## config.mk

```make
export PLATFORM = sky130hd
export DESIGN_NAME = sclRateGen
export DESIGN_NICKNAME = d
export VERILOG_FILES = /design/src/rtl/sclGenPkg.sv /design/src/rtl/sclGenCtrl.sv /design/src/rtl/sclGenDatapath.sv /design/src/rtl/sclRateGen.sv
export SDC_FILE = /design/constraint.sdc
export NUM_CORES = 1
export LEC_CHECK = 0
export ABC_CLOCK_PERIOD_IN_PS = 6600
export BUFFER_PORTS_ARGS = -buffer_cell sky130_fd_sc_hd__buf_2
export CAP_MARGIN = 20
export CORE_UTILIZATION = 34
export DETAILED_ROUTE_END_ITERATION = 12
export PLACE_DENSITY = 0.6
export SYNTH_ARGS = -nofsm -noshare
export SYNTH_HDL_FRONTEND = slang
export SYNTH_SLANG_ARGS = --single-unit
```

## constraint.sdc

```tcl
create_clock -name clk -period 6.6 [get_ports clk]
set_clock_uncertainty 0.15 [all_clocks]
set_input_delay 1.32 -clock clk [delete_from_list [all_inputs] [get_ports clk]]
set_output_delay 1.32 -clock clk [all_outputs]
set_load 0.01 [all_outputs]
```

## src/rtl/sclGenPkg.sv

```systemverilog
package sclGenPkg;

  // Strobes passed from the control half to the datapath each cycle.
  typedef struct packed {
    logic clear;     // hold counters and line in their idle state
    logic presTick;  // one prescaled tick this cycle
  } ctrlStrobes_t;

endpackage

```

## src/rtl/sclGenCtrl.sv

```systemverilog
module sclGenCtrl
  import sclGenPkg::*;
#(
  parameter int MOD_W     = 8,
  parameter int PRE_DIV   = 8,
  parameter int MIN_MOD   = 2,
  parameter int RESET_MOD = 255,
  parameter bit RESET_BYP = 1'b0,
  localparam int PRE_W    = $clog2(PRE_DIV)
) (
  input  logic             clk,
  input  logic             rstN,
  input  logic             enable,
  input  logic             cfgWrite,
  input  logic [MOD_W-1:0] cfgModulus,
  input  logic             cfgBypass,
  input  logic             periodStart,
  output ctrlStrobes_t     strobes,
  output logic [MOD_W-1:0] activeMod,
  output logic             activeByp,
  output logic [PRE_W-1:0] presCnt,
  output logic             cfgError
);

  localparam logic [MOD_W-1:0] MIN_MOD_V   = MOD_W'(MIN_MOD);
  localparam logic [MOD_W-1:0] RESET_MOD_V = MOD_W'(RESET_MOD);
  localparam logic [PRE_W-1:0] PRE_LAST    = PRE_W'(PRE_DIV - 1);

  logic [MOD_W-1:0] holdMod;
  logic             holdByp;
  logic             illegalWrite;
  logic             loadActive;

  // A bypassed modulus below the minimum would give a period under the legal floor.
  assign illegalWrite = cfgWrite && cfgBypass && (cfgModulus < MIN_MOD_V);

  // Holding register: software view, clamped on entry.
  always_ff @(posedge clk or negedge rstN) begin
    if (!rstN) begin
      holdMod  <= RESET_MOD_V;
      holdByp  <= RESET_BYP;
      cfgError <= 1'b0;
    end else if (cfgWrite) begin
      holdByp <= cfgBypass;
      if (illegalWrite) begin
        holdMod  <= MIN_MOD_V;
        cfgError <= 1'b1;
      end else begin
        holdMod <= cfgModulus;
      end
    end
  end

  // Working register: follows the holding register while idle, else only at a period start.
  assign loadActive = !enable || periodStart;

  always_ff @(posedge clk or negedge rstN) begin
    if (!rstN) begin
      activeMod <= RESET_MOD_V;
      activeByp <= RESET_BYP;
    end else if (loadActive) begin
      activeMod <= holdMod;
      activeByp <= holdByp;
    end
  end

  // Fixed prescaler; parked at zero when idle or bypassed.
  always_ff @(posedge clk or negedge rstN) begin
    if (!rstN) begin
      presCnt <= '0;
    end else if (!enable || activeByp) begin
      presCnt <= '0;
    end else begin
      presCnt <= presCnt + PRE_W'(1);
    end
  end

  always_comb begin
    strobes.clear    = !enable;
    strobes.presTick = enable && (activeByp || (presCnt == PRE_LAST));
  end

endmodule

```

## src/rtl/sclGenDatapath.sv

```systemverilog
module sclGenDatapath
  import sclGenPkg::*;
#(
  parameter int MOD_W   = 8,
  parameter int PRE_DIV = 8,
  localparam int PRE_W  = $clog2(PRE_DIV),
  localparam int EL_W   = MOD_W + PRE_W
) (
  input  logic             clk,
  input  logic             rstN,
  input  ctrlStrobes_t     strobes,
  input  logic [MOD_W-1:0] activeMod,
  input  logic             activeByp,
  input  logic [PRE_W-1:0] presCnt,
  output logic             periodStart,
  output logic             sclOut,
  output logic             divTick,
  output logic             midTick
);

  logic [MOD_W-1:0] modCnt;
  logic             wrap;
  logic [MOD_W:0]   ratio;
  logic [EL_W-1:0]  elapsed;
  logic [EL_W-1:0]  midTarget;
  logic             midHit;

  assign wrap        = strobes.presTick && (modCnt == activeMod);
  assign periodStart = wrap && sclOut;   // a falling edge starts a new period

  // Cycles elapsed in the current phase and the mid-point of the phase.
  assign ratio = {1'b0, activeMod} + {{MOD_W{1'b0}}, 1'b1};

  generate
    if (PRE_W > 1) begin : g_prescaledMid
      always_comb begin
        elapsed   = activeByp ? EL_W'(modCnt) : {modCnt, presCnt};
        midTarget = activeByp ? (EL_W'(ratio >> 1) - EL_W'(1))
                              : ((EL_W'(ratio) << (PRE_W - 1)) - EL_W'(1));
      end
    end else begin : g_shortMid
      always_comb begin
        elapsed   = activeByp ? EL_W'(modCnt) : {modCnt, presCnt};
        midTarget = activeByp ? (EL_W'(ratio >> 1) - EL_W'(1))
                              : (EL_W'(ratio) - EL_W'(1));
      end
    end
  endgenerate

  assign midHit = !sclOut && (elapsed == midTarget);

  always_ff @(posedge clk or negedge rstN) begin
    if (!rstN) begin
      modCnt  <= '0;
      sclOut  <= 1'b1;
      divTick <= 1'b0;
      midTick <= 1'b0;
    end else if (strobes.clear) begin
      modCnt  <= '0;
      sclOut  <= 1'b1;
      divTick <= 1'b0;
      midTick <= 1'b0;
    end else begin
      divTick <= wrap;
      midTick <= midHit;
      if (strobes.presTick) begin
        if (wrap) begin
          modCnt <= '0;
          sclOut <= !sclOut;
        end else begin
          modCnt <= modCnt + MOD_W'(1);
        end
      end
    end
  end

endmodule

```

## src/rtl/sclRateGen.sv

```systemverilog
module sclRateGen
  import sclGenPkg::*;
#(
  parameter int MOD_W     = 8,
  parameter int PRE_DIV   = 8,
  parameter int MIN_MOD   = 2,
  parameter int RESET_MOD = 255,
  parameter bit RESET_BYP = 1'b0
) (
  input  logic             clk,
  input  logic             rstN,
  input  logic             enable,
  input  logic             cfgWrite,
  input  logic [MOD_W-1:0] cfgModulus,
  input  logic             cfgBypass,
  output logic             sclOut,
  output logic             divTick,
  output logic             midTick,
  output logic             cfgError
);

  localparam int PRE_W = $clog2(PRE_DIV);

  ctrlStrobes_t     strobes;
  logic [MOD_W-1:0] activeMod;
  logic             activeByp;
  logic [PRE_W-1:0] presCnt;
  logic             periodStart;

  sclGenCtrl #(
    .MOD_W(MOD_W), .PRE_DIV(PRE_DIV), .MIN_MOD(MIN_MOD),
    .RESET_MOD(RESET_MOD), .RESET_BYP(RESET_BYP)
  ) i_ctrl (
    .clk(clk), .rstN(rstN), .enable(enable),
    .cfgWrite(cfgWrite), .cfgModulus(cfgModulus), .cfgBypass(cfgBypass),
    .periodStart(periodStart), .strobes(strobes),
    .activeMod(activeMod), .activeByp(activeByp),
    .presCnt(presCnt), .cfgError(cfgError)
  );

  sclGenDatapath #(
    .MOD_W(MOD_W), .PRE_DIV(PRE_DIV)
  ) i_dp (
    .clk(clk), .rstN(rstN), .strobes(strobes),
    .activeMod(activeMod), .activeByp(activeByp), .presCnt(presCnt),
    .periodStart(periodStart), .sclOut(sclOut),
    .divTick(divTick), .midTick(midTick)
  );

endmodule

```

* Yosys cells after proc, flatten, opt, wreduce, memory -nomap -nowiden *
Cells that the tools add are included.

operators by class
  eq/ne operators = 5
  reductions and logical operators = 13
  add/subtract/negate cells = 5
  muxes and demuxes = 12
  order comparisons = 1

operators by type and width
  cell                                                                     count
  8-bit two-way mux                                                        4
  11-bit two-way mux                                                       2
  11-bit equality test                                                     1
  11-bit by 1-bit subtractor with 11-bit output, second input constant     1
  8-bit by 1-bit adder with 9-bit output, second input constant            1
  8-bit by 1-bit subtractor with 9-bit output, second input constant       1
  8-bit by 1-bit adder with 8-bit output, second input constant            1
  8-bit equality test                                                      1
  8-bit by 2-bit < comparator with 1-bit output, second input constant     1
  1-bit logical AND                                                        6
  1-bit two-way mux                                                        5
  2-bit by 1-bit inequality test with 1-bit output, second input constant  2
  2-bit AND reduction                                                      2
  3-bit by 1-bit adder with 3-bit output, second input constant            1
  3-bit equality test, second input constant                               1
  1-bit logical OR                                                         3
  3-bit two-way mux                                                        1
  1-bit logical NOT                                                        2

word-level totals
  register bits = 33
  logic and storage cells = 46
  input port bits = 13

* Longest topological paths before layout *
Gate-level depths: netlist of run 1.

  depth in word-level cells = 7
  depth in mapped cells = 11

* Cells and area by module *
Synthesis of run 1 repeated with hierarchy kept, for this count alone.

second synthesis, totals
  cells, all modules = 225
  area, all modules = 2200.9 um2

by module, submodules not included
  module          area an instance (um2)  times used  cells an instance  seq. area each (um2)
  sclGenDatapath  1317.5                  1           167                276.5
  sclGenCtrl      883.3                   1           58                 570.5

* Worst setup path after synthesis of run 1 *
OpenSTA, ideal clock, no wires.

  kind = input to register
  from = input port enable
  to = register i_ctrl.activeByp
  data arrival time = 2.338 ns
  stages = 4
  setup time = 0.125 ns
  buffers on the path = 0
  slack = 3.987 ns
  path through = nand3_1 nor4_4 a21boi_4 mux2_4

on the way
  longest elaborated chain between the ends = 4

RTL lines
  what                  RTL line              RTL
  from (decl)           sclRateGen.sv:12      input logic enable,
  1-bit logical AND     sclGenCtrl.sv:80      strobes.presTick = enable && (activeByp || (presCnt == PRE_LAST));
  1-bit logical AND     sclGenDatapath.sv:28  assign wrap = strobes.presTick && (modCnt == activeMod);
  1-bit logical AND     sclGenDatapath.sv:29  assign periodStart = wrap && sclOut;
  1-bit logical OR (*)  sclGenCtrl.sv:55      assign loadActive = !enable || periodStart;
  to (signal assigned)  sclGenCtrl.sv:63      activeByp <= holdByp;
  to (decl)             sclGenCtrl.sv:20      output logic activeByp,

Mark *: on every way between the ends. The rest lies on a longest branch, timed or not.
A chain may end at the register's enable or synchronous reset.

* Worst setup path in the final report of run 1 *
  from = register i_ctrl.activeMod[0]
  to = register i_dp.midTick

on the way
  longest elaborated chain between the ends = 6

RTL lines
  what                                                                                                                 RTL line                                    RTL
  from (decl)                                                                                                          sclGenCtrl.sv:19                            output logic [MOD_W-1:0] activeMod,
  from (signal assigned)                                                                                               sclGenCtrl.sv:62                            activeMod <= holdMod;
  8-bit by 1-bit adder with 9-bit output (*)                                                                           sclGenDatapath.sv:32                        assign ratio = {1'b0, activeMod} + {{MOD_W{1'b0}}, 1'b1};
  11-bit by 1-bit subtractor with 11-bit output / 8-bit by 1-bit subtractor with 9-bit output (equally long branches)  sclGenDatapath.sv:39, sclGenDatapath.sv:38
  11-bit two-way mux (*)                                                                                               sclGenDatapath.sv:38                        midTarget = activeByp ? (EL_W'(ratio >> 1) - EL_W'(1))
  11-bit equality test (*)                                                                                             sclGenDatapath.sv:50                        assign midHit = !sclOut && (elapsed == midTarget);
  1-bit logical AND (*)                                                                                                sclGenDatapath.sv:50
  1-bit two-way mux (*)                                                                                                sclGenDatapath.sv:58                        end else if (strobes.clear) begin
  to (signal assigned)                                                                                                 sclGenDatapath.sv:65                        midTick <= midHit;
  to (decl)                                                                                                            sclGenDatapath.sv:18                        output logic midTick

Marked as above.

==> impl_metrics.tcl, run 1 <==
set metrics [dict create \
    layout_common_cells "sky130_fd_sc_hd__xnor2_1 (27), sky130_fd_sc_hd__nor2_1 (20), sky130_fd_sc_hd__nand2_1 (17), sky130_fd_sc_hd__dfstp_2 (17)" \
    ys_top_cells_by_area "sky130_fd_sc_hd__dfstp_2 (19%), sky130_fd_sc_hd__dfrtp_1 (17%), sky130_fd_sc_hd__xnor2_1 (10%)" \
    slew_violations 0 \
    clock_tree.htree_level_count 2 \
    fp_rows 29 \
    pin_count 17 \
    fin_total_pwr_mw 0.5928 \
    mostFrequentLayoutCell "sky130_fd_sc_hd__xnor2_1" \
    start_kind "flop" \
    holdCritStartpoint "i_ctrl.presCnt[0]$_DFF_PN0_" \
    fin_crit_sh_pct 46.42 \
    status "completed" \
    grt_use_total_pct 14.50 \
    critPathTopFamily "flip-flops" \
    timing.final.setup_violations 0 \
    finalWirelength_mm 4.898 \
    power_density_mw_per_mm2 234.1 \
    synthesis.area_mm2 0.002355 \
    synth.yosys.seq_area_share_pct 35.97 \
    worst_ir_drop_vdd_uv 133.9 \
    synth_top_flop_cell "sky130_fd_sc_hd__dfstp_2" \
    worstHoldPathType "reg2reg" \
    antennaDiodeCount 0 \
    crit_path_cell_trace "ha_1 > xnor2_1 > ha_1 > nand2_1 > xnor2_1 > mux2i_1 > a311oi_1 > a211oi_1 > o211ai_1 > a2111oi_2" \
    timing.final.hold_violations 0 \
    finalNonFillerCells 325 \
    final_core_util_pct 38.77 \
    drt-wirelength-per-cell_um 15.07 \
    postSynthRegisterBits 33 \
    grt_antenna_before_repair 0 \
    core-area_mm2 0.006531 \
    totalNegativeSetupSlack_ns 0 \
    grt_pass1_vias 1677 \
    dpl.cell_count 317 \
    tritoncts "yes" \
    route.detailed.vias_per_inst 5.305 \
    root_buffer "sky130_fd_sc_hd__clkbuf_8" \
    reg2reg_from "i_ctrl.activeMod[0]$_DFFE_PN1P_" \
    post-cts-setup-buffers 0 \
    finalWorstPathRequiredPeriod_ns 3.064 \
    design.die.area_mm2 0.007262 \
    overflow 0 \
    async_set_or_reset_register_ratio_after_synthesis_pct 100.0 \
    post_cts_resize_count 0 \
    tightestPinTransition_ns 0.7234 \
    crit_path_max_fanout 17 \
    postRouteAntennaNets 0 \
    place.detailed.hpwl_mm 3.581 \
    layout-drive-gt1-share_pct 25.40 \
    rsz0062_at_grt "false" \
    flow.area_growth_from_synthesis_pct 7.545 \
    crit_required_ns 6.64 \
    ys_warn_count 0 \
    placedInstanceArea_mm2 0.002446 \
    max_clock_freq_mhz 326.4 \
    finalWeightedCongestion 0.8259 \
    detail_route.iter0.violations 125 \
    clock_sinks 33 \
    synth.largest_area_cell "sky130_fd_sc_hd__dfstp_2" \
    slowest_library_cell_on_the_worst_path "sky130_fd_sc_hd__dfstp_2" \
    worst_path_largest_cell_delay_ns 0.73 \
    total_leakage_power_nw 1.049 \
    cts_hold_buf 0 \
    crit_cells 10 \
    cp-startpoint "i_ctrl.activeMod[0]$_DFFE_PN1P_" \
    finish.net_count 265 \
    synth_nets 257 \
    global_route_wire_length_before_repair_mm 8.211 \
    initial_utilization_pct 36.05 \
    pin_count_of_the_biggest_net_entering_global_routing 34 \
    worstHoldPathCells 1 \
    firstDrtPassIters 4 \
    place_ws_ns 3.535 \
    die_w_um 85.22 \
    setup_ws_ns 3.536 \
    path_buf_inv 0 \
    clkLatencyLatePin_ns 0.29 \
    drc 0 \
    yosys.area.top_type_share_pct 18.97 \
    io_port_bufs 16 \
    clock_tree.buffer_depth 2 \
    cts_made_buffers 5 \
    post-route-cell-area_mm2 0.002532 \
    chipHeight_um 85.22 \
    synth_enable_flop_cells 0 \
    syn-instance-count 239 \
    vias 1724 \
    fillCellCount 642 \
    timing.reg2reg.worst_path_depth 10 \
    timing.max_slew.rel_slack_pct 51.78 \
    finalHoldWorstSlack_ns 0.3056 \
    cp-end-kind "flop" \
    cap_violations 0 \
    synthDistinctLibCells 49 \
    clkTransAtPathRegs_ns 0.08 \
    syn_area_per_cell_um2 9.853 \
    critical_path_arrival_ns 3.10 \
    worst-setup-path-type "reg2reg" \
]
## worst paths after layout
| path | to | slack, ns |
|---|---|---|
| max | i_dp.midTick$_DFF_PN0_ | 3.54 |
| min | i_ctrl.presCnt[0]$_DFF_PN0_ | 0.31 |
| max reg2reg | i_dp.midTick$_DFF_PN0_ | 3.54 |
| min reg2reg | i_ctrl.presCnt[0]$_DFF_PN0_ | 0.31 |
| max in group asynchronous | i_dp.modCnt[5]$_DFFE_PN0P_ | 4.91 |
| min in group asynchronous | i_dp.divTick$_DFF_PN0_ | 0.93 |
## layout make-up
type	instances	area (µm²)	share of cell area (%)
clock inverter	3	17.52	0.6917
sequential	33	847.1	33.45
inverter	6	22.52	0.8893
clock buffer	5	68.82	2.717
multi-input combinational	185	1400	55.29
tap	77	96.34	3.804
timing repair buffer	16	80.08	3.162
## state kept, by name, indices dropped and copies added, names as in the netlist
name,count
i_ctrl.holdByp,1
i_dp.sclOut,1
i_ctrl.presCnt,3
i_dp.midTick,1
i_ctrl.activeByp,1
i_dp.modCnt,8
i_ctrl.holdMod,8
i_ctrl.activeMod,8
i_ctrl.cfgError,1
i_dp.divTick,1
## layer usage
metal,wire [µm],track usage (%),vias to the layer above
met5,0,0,-
met4,71,4.006,0
met3,177,2.821,8
met2,2147,21.85,36
met1,2502,21.15,821
li1,-,-,859
## worst register-to-register path: cells and delay by family (launching register included)
family | cells | cell delay (ns)
DFF | 1 | 0.73
and+or+nand+nor | 1 | 0.11
adders and majority gates | 2 | 0.68
AOI/OAI and AO/OA | 4 | 0.65
muxes | 1 | 0.22
xor gates and xnor gates | 2 | 0.44
## power breakdown
| part | total (mW) | internal, mW | switching, mW |
|---|---|---|---|
| registers | 0.275 | 0.230 | 0.0446 |
| clock network | 0.152 | 0.0728 | 0.0790 |
| logic | 0.166 | 0.0840 | 0.0824 |
| total | 0.593 | 0.387 | 0.206 |
## cell usage after synthesis (2+ instances only)
cell / count
sky130_fd_sc_hd__inv_1: 6
sky130_fd_sc_hd__nor4b_1: 2
sky130_fd_sc_hd__nand2_1: 17
sky130_fd_sc_hd__nand2b_1: 4
sky130_fd_sc_hd__a31oi_1: 3
sky130_fd_sc_hd__buf_6: 2
sky130_fd_sc_hd__mux2_4: 9
sky130_fd_sc_hd__and3_1: 3
sky130_fd_sc_hd__a21oi_1: 8
sky130_fd_sc_hd__and4_1: 3
sky130_fd_sc_hd__mux2_2: 7
sky130_fd_sc_hd__o21ai_0: 4
sky130_fd_sc_hd__ha_1: 5
sky130_fd_sc_hd__nand4_1: 3
sky130_fd_sc_hd__nand3_1: 10
sky130_fd_sc_hd__a211oi_1: 4
sky130_fd_sc_hd__nand3b_1: 2
sky130_fd_sc_hd__mux2i_1: 5
sky130_fd_sc_hd__nor3b_1: 2
sky130_fd_sc_hd__dfstp_2: 17
sky130_fd_sc_hd__xor2_1: 14
sky130_fd_sc_hd__dfrtp_1: 16
sky130_fd_sc_hd__xnor2_1: 27
sky130_fd_sc_hd__clkbuf_1: 4
sky130_fd_sc_hd__nor2_1: 20
sky130_fd_sc_hd__nor4_1: 3
sky130_fd_sc_hd__nor2b_1: 3
sky130_fd_sc_hd__nor3_1: 7
sky130_fd_sc_hd__buf_2: 8
sky130_fd_sc_hd__a22oi_1: 2
## cell families after synthesis
family | share of synthesized area [%]
buf+inv | 4.569
xor+xnor | 15.94
simple gates | 19.39
mux | 11.21
flops | 35.97
compound gates | 10.26
fa+ha+maj | 2.657
Power figures use the tool's default switching activity.
==> inputs of run 2 (changes only) <==
--- a/config.mk
+++ b/config.mk
@@ -5,12 +5,13 @@
 export SDC_FILE = /design/constraint.sdc
 export NUM_CORES = 1
 export LEC_CHECK = 0
-export ABC_CLOCK_PERIOD_IN_PS = 6600
+export ABC_AREA = 1
+export ABC_CLOCK_PERIOD_IN_PS = 2800
 export BUFFER_PORTS_ARGS = -buffer_cell sky130_fd_sc_hd__buf_2
 export CAP_MARGIN = 20
 export CORE_UTILIZATION = 34
 export DETAILED_ROUTE_END_ITERATION = 12
-export PLACE_DENSITY = 0.6
+export PLACE_DENSITY = 0.62
 export SYNTH_ARGS = -nofsm -noshare
 export SYNTH_HDL_FRONTEND = slang
 export SYNTH_SLANG_ARGS = --single-unit
==> constraint.sdc (replaced) <==
create_clock -name clk -period 2.8 [get_ports clk]
set_clock_uncertainty 0.15 [all_clocks]
set_input_delay 0.56 -clock clk [delete_from_list [all_inputs] [get_ports clk]]
set_output_delay 0.56 -clock clk [all_outputs]
set_load 0.01 [all_outputs]
==> run 2 against run 1 <==
  * Synthesized area is 3.1% higher
  * Core utilization increased by 0.60 points
  * First-iteration DRC count is 4.8% lower
  * Sequential share of layout area decreased by 2.0 points
  * Clock-buffer cell count grew 1
  * Critical path depth grew 5
  * Design area rose by 6.2%
  * Die area rose by 3.0%
  * Register-to-register slack worse by 3.2 ns
  * Non-clock buffer count increased by 2
  * Critical path type unchanged
  * Critical endpoint unchanged
  * Largest power group unchanged
==> impl_metrics.tcl, run 2 <==
set metrics [dict create \
    status "completed" \
    syn_area_per_cell_um2 6.896 \
    post_cts_resize_count 0 \
    cts_hold_buf 0 \
    synthesis.area_mm2 0.002427 \
    pin_count 17 \
    finish.net_count 386 \
    timing.max_slew.rel_slack_pct 51.81 \
    power_density_mw_per_mm2 541.8 \
    grt_use_total_pct 16.86 \
    totalNegativeSetupSlack_ns 0 \
    synth_top_flop_cell "sky130_fd_sc_hd__dfstp_2" \
    slowest_library_cell_on_the_worst_path "sky130_fd_sc_hd__dfstp_2" \
    fp_rows 30 \
    global_route_wire_length_before_repair_mm 9.873 \
    total_leakage_power_nw 1.252 \
    io_port_bufs 16 \
    setup_ws_ns 0.3193 \
    cp-end-kind "flop" \
    flow.area_growth_from_synthesis_pct 10.82 \
    critPathTopFamily "simple AND/OR/NAND/NOR gates" \
    drc 0 \
    tritoncts "yes" \
    max_clock_freq_mhz 403.1 \
    synthTopCellsByCount "sky130_fd_sc_hd__nand2_1 (101), sky130_fd_sc_hd__inv_1 (44), sky130_fd_sc_hd__nand3_1 (33)" \
    vias 2199 \
    timing.final.hold_violations 0 \
    grt_pass1_vias 2155 \
    synth_enable_flop_cells 0 \
    crit_required_ns 2.87 \
    finalWirelength_mm 5.502 \
    pin_count_of_the_biggest_net_entering_global_routing 34 \
    critical_path_arrival_ns 2.55 \
    ys_warn_count 0 \
    syn-instance-count 352 \
    fin_crit_sh_pct 88.60 \
    layout_common_cells "sky130_fd_sc_hd__nand2_1 (101), sky130_fd_sc_hd__inv_1 (44), sky130_fd_sc_hd__nand3_1 (33)" \
    finalWorstPathRequiredPeriod_ns 2.481 \
    start_kind "flop" \
    synth.yosys.seq_area_share_pct 34.90 \
    finalWeightedCongestion 0.8582 \
    ys_top_cells_by_area "sky130_fd_sc_hd__dfstp_2 (18%), sky130_fd_sc_hd__dfrtp_1 (16%), sky130_fd_sc_hd__nand2_1 (16%)" \
    firstDrtPassIters 4 \
    clock_sinks 33 \
    fin_total_pwr_mw 1.457 \
    layout-drive-gt1-share_pct 22.22 \
    synth_nets 370 \
    cts_made_buffers 5 \
    drt-wirelength-per-cell_um 11.83 \
    post-cts-setup-buffers 0 \
    grt_antenna_before_repair 0 \
    root_buffer "sky130_fd_sc_hd__clkbuf_8" \
    rsz0062_at_grt "false" \
    place.detailed.hpwl_mm 4.315 \
    detail_route.iter0.violations 119 \
    crit_path_max_fanout 6 \
    clock_tree.htree_level_count 2 \
    antennaDiodeCount 0 \
    timing.final.setup_violations 0 \
    worst_ir_drop_vdd_uv 342.0 \
    layout_top_registers "i_ctrl.activeMod (8), i_ctrl.holdMod (8), i_dp.modCnt (8)" \
    crit_path_cell_trace "ha_1 > xnor2_1 > ha_1 > nand2_1 > inv_1 > nand3_1 > nor2_2 > nand3_1 > nand3_1 > nand2_1 > nand2_1 > nand2_1 > nor2_1 > nand3_1 > nor2_1" \
    route.detailed.vias_per_inst 4.729 \
    synth.largest_area_cell "sky130_fd_sc_hd__dfstp_2" \
    initial_utilization_pct 35.53 \
    clock_tree.buffer_depth 2 \
    postSynthRegisterBits 33 \
    design.die.area_mm2 0.007481 \
    yosys.area.top_type_share_pct 18.40 \
    chipHeight_um 86.50 \
    tightestPinTransition_ns 0.7228 \
    clkTransAtPathRegs_ns 0.07 \
    slew_violations 0 \
    synthDistinctLibCells 37 \
    path_buf_inv 1 \
    async_set_or_reset_register_ratio_after_synthesis_pct 100.0 \
    clkLatencyLatePin_ns 0.29 \
    die_w_um 86.50 \
    postRouteAntennaNets 0 \
    overflow 0 \
    mostFrequentLayoutCell "sky130_fd_sc_hd__nand2_1" \
    core-area_mm2 0.006832 \
    worst_path_largest_cell_delay_ns 0.60 \
    worstHoldPathType "in2async" \
    cap_violations 0 \
    library_cell_with_the_highest_instance_count_after_synthesis "sky130_fd_sc_hd__nand2_1" \
    worst-setup-path-type "reg2reg" \
    place_ws_ns 0.2984 \
]
run 2: changes by cell type in the layout (fill, tap and decap cells not counted), sizes merged, moves of 4 or more:
cell / delta
a211oi: -4
nor2: +15
nand2: +97
xor2: -13
nand2b: -4
o21ai: +35
nand3: +24
xnor2: -24
mux2: -16
inv: +41
mux2i: -5
run 2: cells by family (layout without fill, tap and decap cells):
logic type	Yosys count	count (layout)	share of synthesized area, %
simple gates	197	197	37.37
buf+inv	57	74	9.587
fa+ha+maj	5	5	2.577
compound gates	55	55	13.76
xor+xnor	5	5	1.804
flops	33	33	34.90
run 2: path summary, 6_finish.rpt:
path / endpoint / depth (start not counted) / slack (ns) / startpoint
hold / removal: i_ctrl.cfgError$_DFFE_PN0P_ / 1 / 0.18 / rstN
setup / recovery: i_dp.midTick$_DFF_PN0_ / 15 / 0.32 / i_ctrl.activeMod[1]$_DFFE_PN1P_
max in group asynchronous: i_dp.midTick$_DFF_PN0_ / 1 / 1.86 / rstN
setup reg to reg: i_dp.midTick$_DFF_PN0_ / 15 / 0.32 / i_ctrl.activeMod[1]$_DFFE_PN1P_
min in group clk: i_ctrl.cfgError$_DFFE_PN0P_ / 1 / 0.31 / i_ctrl.cfgError$_DFFE_PN0P_
hold reg to reg: i_ctrl.cfgError$_DFFE_PN0P_ / 1 / 0.31 / i_ctrl.cfgError$_DFFE_PN0P_
run 2: where the power goes:
| group | total, mW | internal [mW] | leakage, nW | switching [mW] |
|---|---|---|---|---|
| Sequential | 0.601 | 0.543 | 0.394 | 0.0578 |
| Clock | 0.383 | 0.199 | 0.0512 | 0.184 |
| Combinational | 0.474 | 0.165 | 0.806 | 0.309 |
| Total | 1.46 | 0.907 | 1.25 | 0.550 |
run 2: layout make-up:
class	instances	area, µm²
timing repair buffer	18	95.09
sequential	33	847.1
tap	96	120.1
clock inverter	2	13.76
clock buffer	6	82.58
fill	761	4141
inverter	48	181.4
multi-input combinational	262	1350
run 2: layer usage:
metal	wire length (µm)	track usage, %
met3	142	2.000
met5	0	0
met2	2606	28.79
met1	2670	22.07
met4	82	5.909
run 2: per-stage QoR:
step,hold WS (ns),util [%],instances,instance area [µm²]
2_1_floorplan,0.1144,-,352,2427
3_3_place_gp,0.2960,37.93,457,2591
3_5_place_dp,0.3001,37.93,457,2591
4_1_cts,0.1996,39.34,465,2688
5_1_grt,0.2400,39.38,465,2690
6_report,0.1791,39.38,465,2690
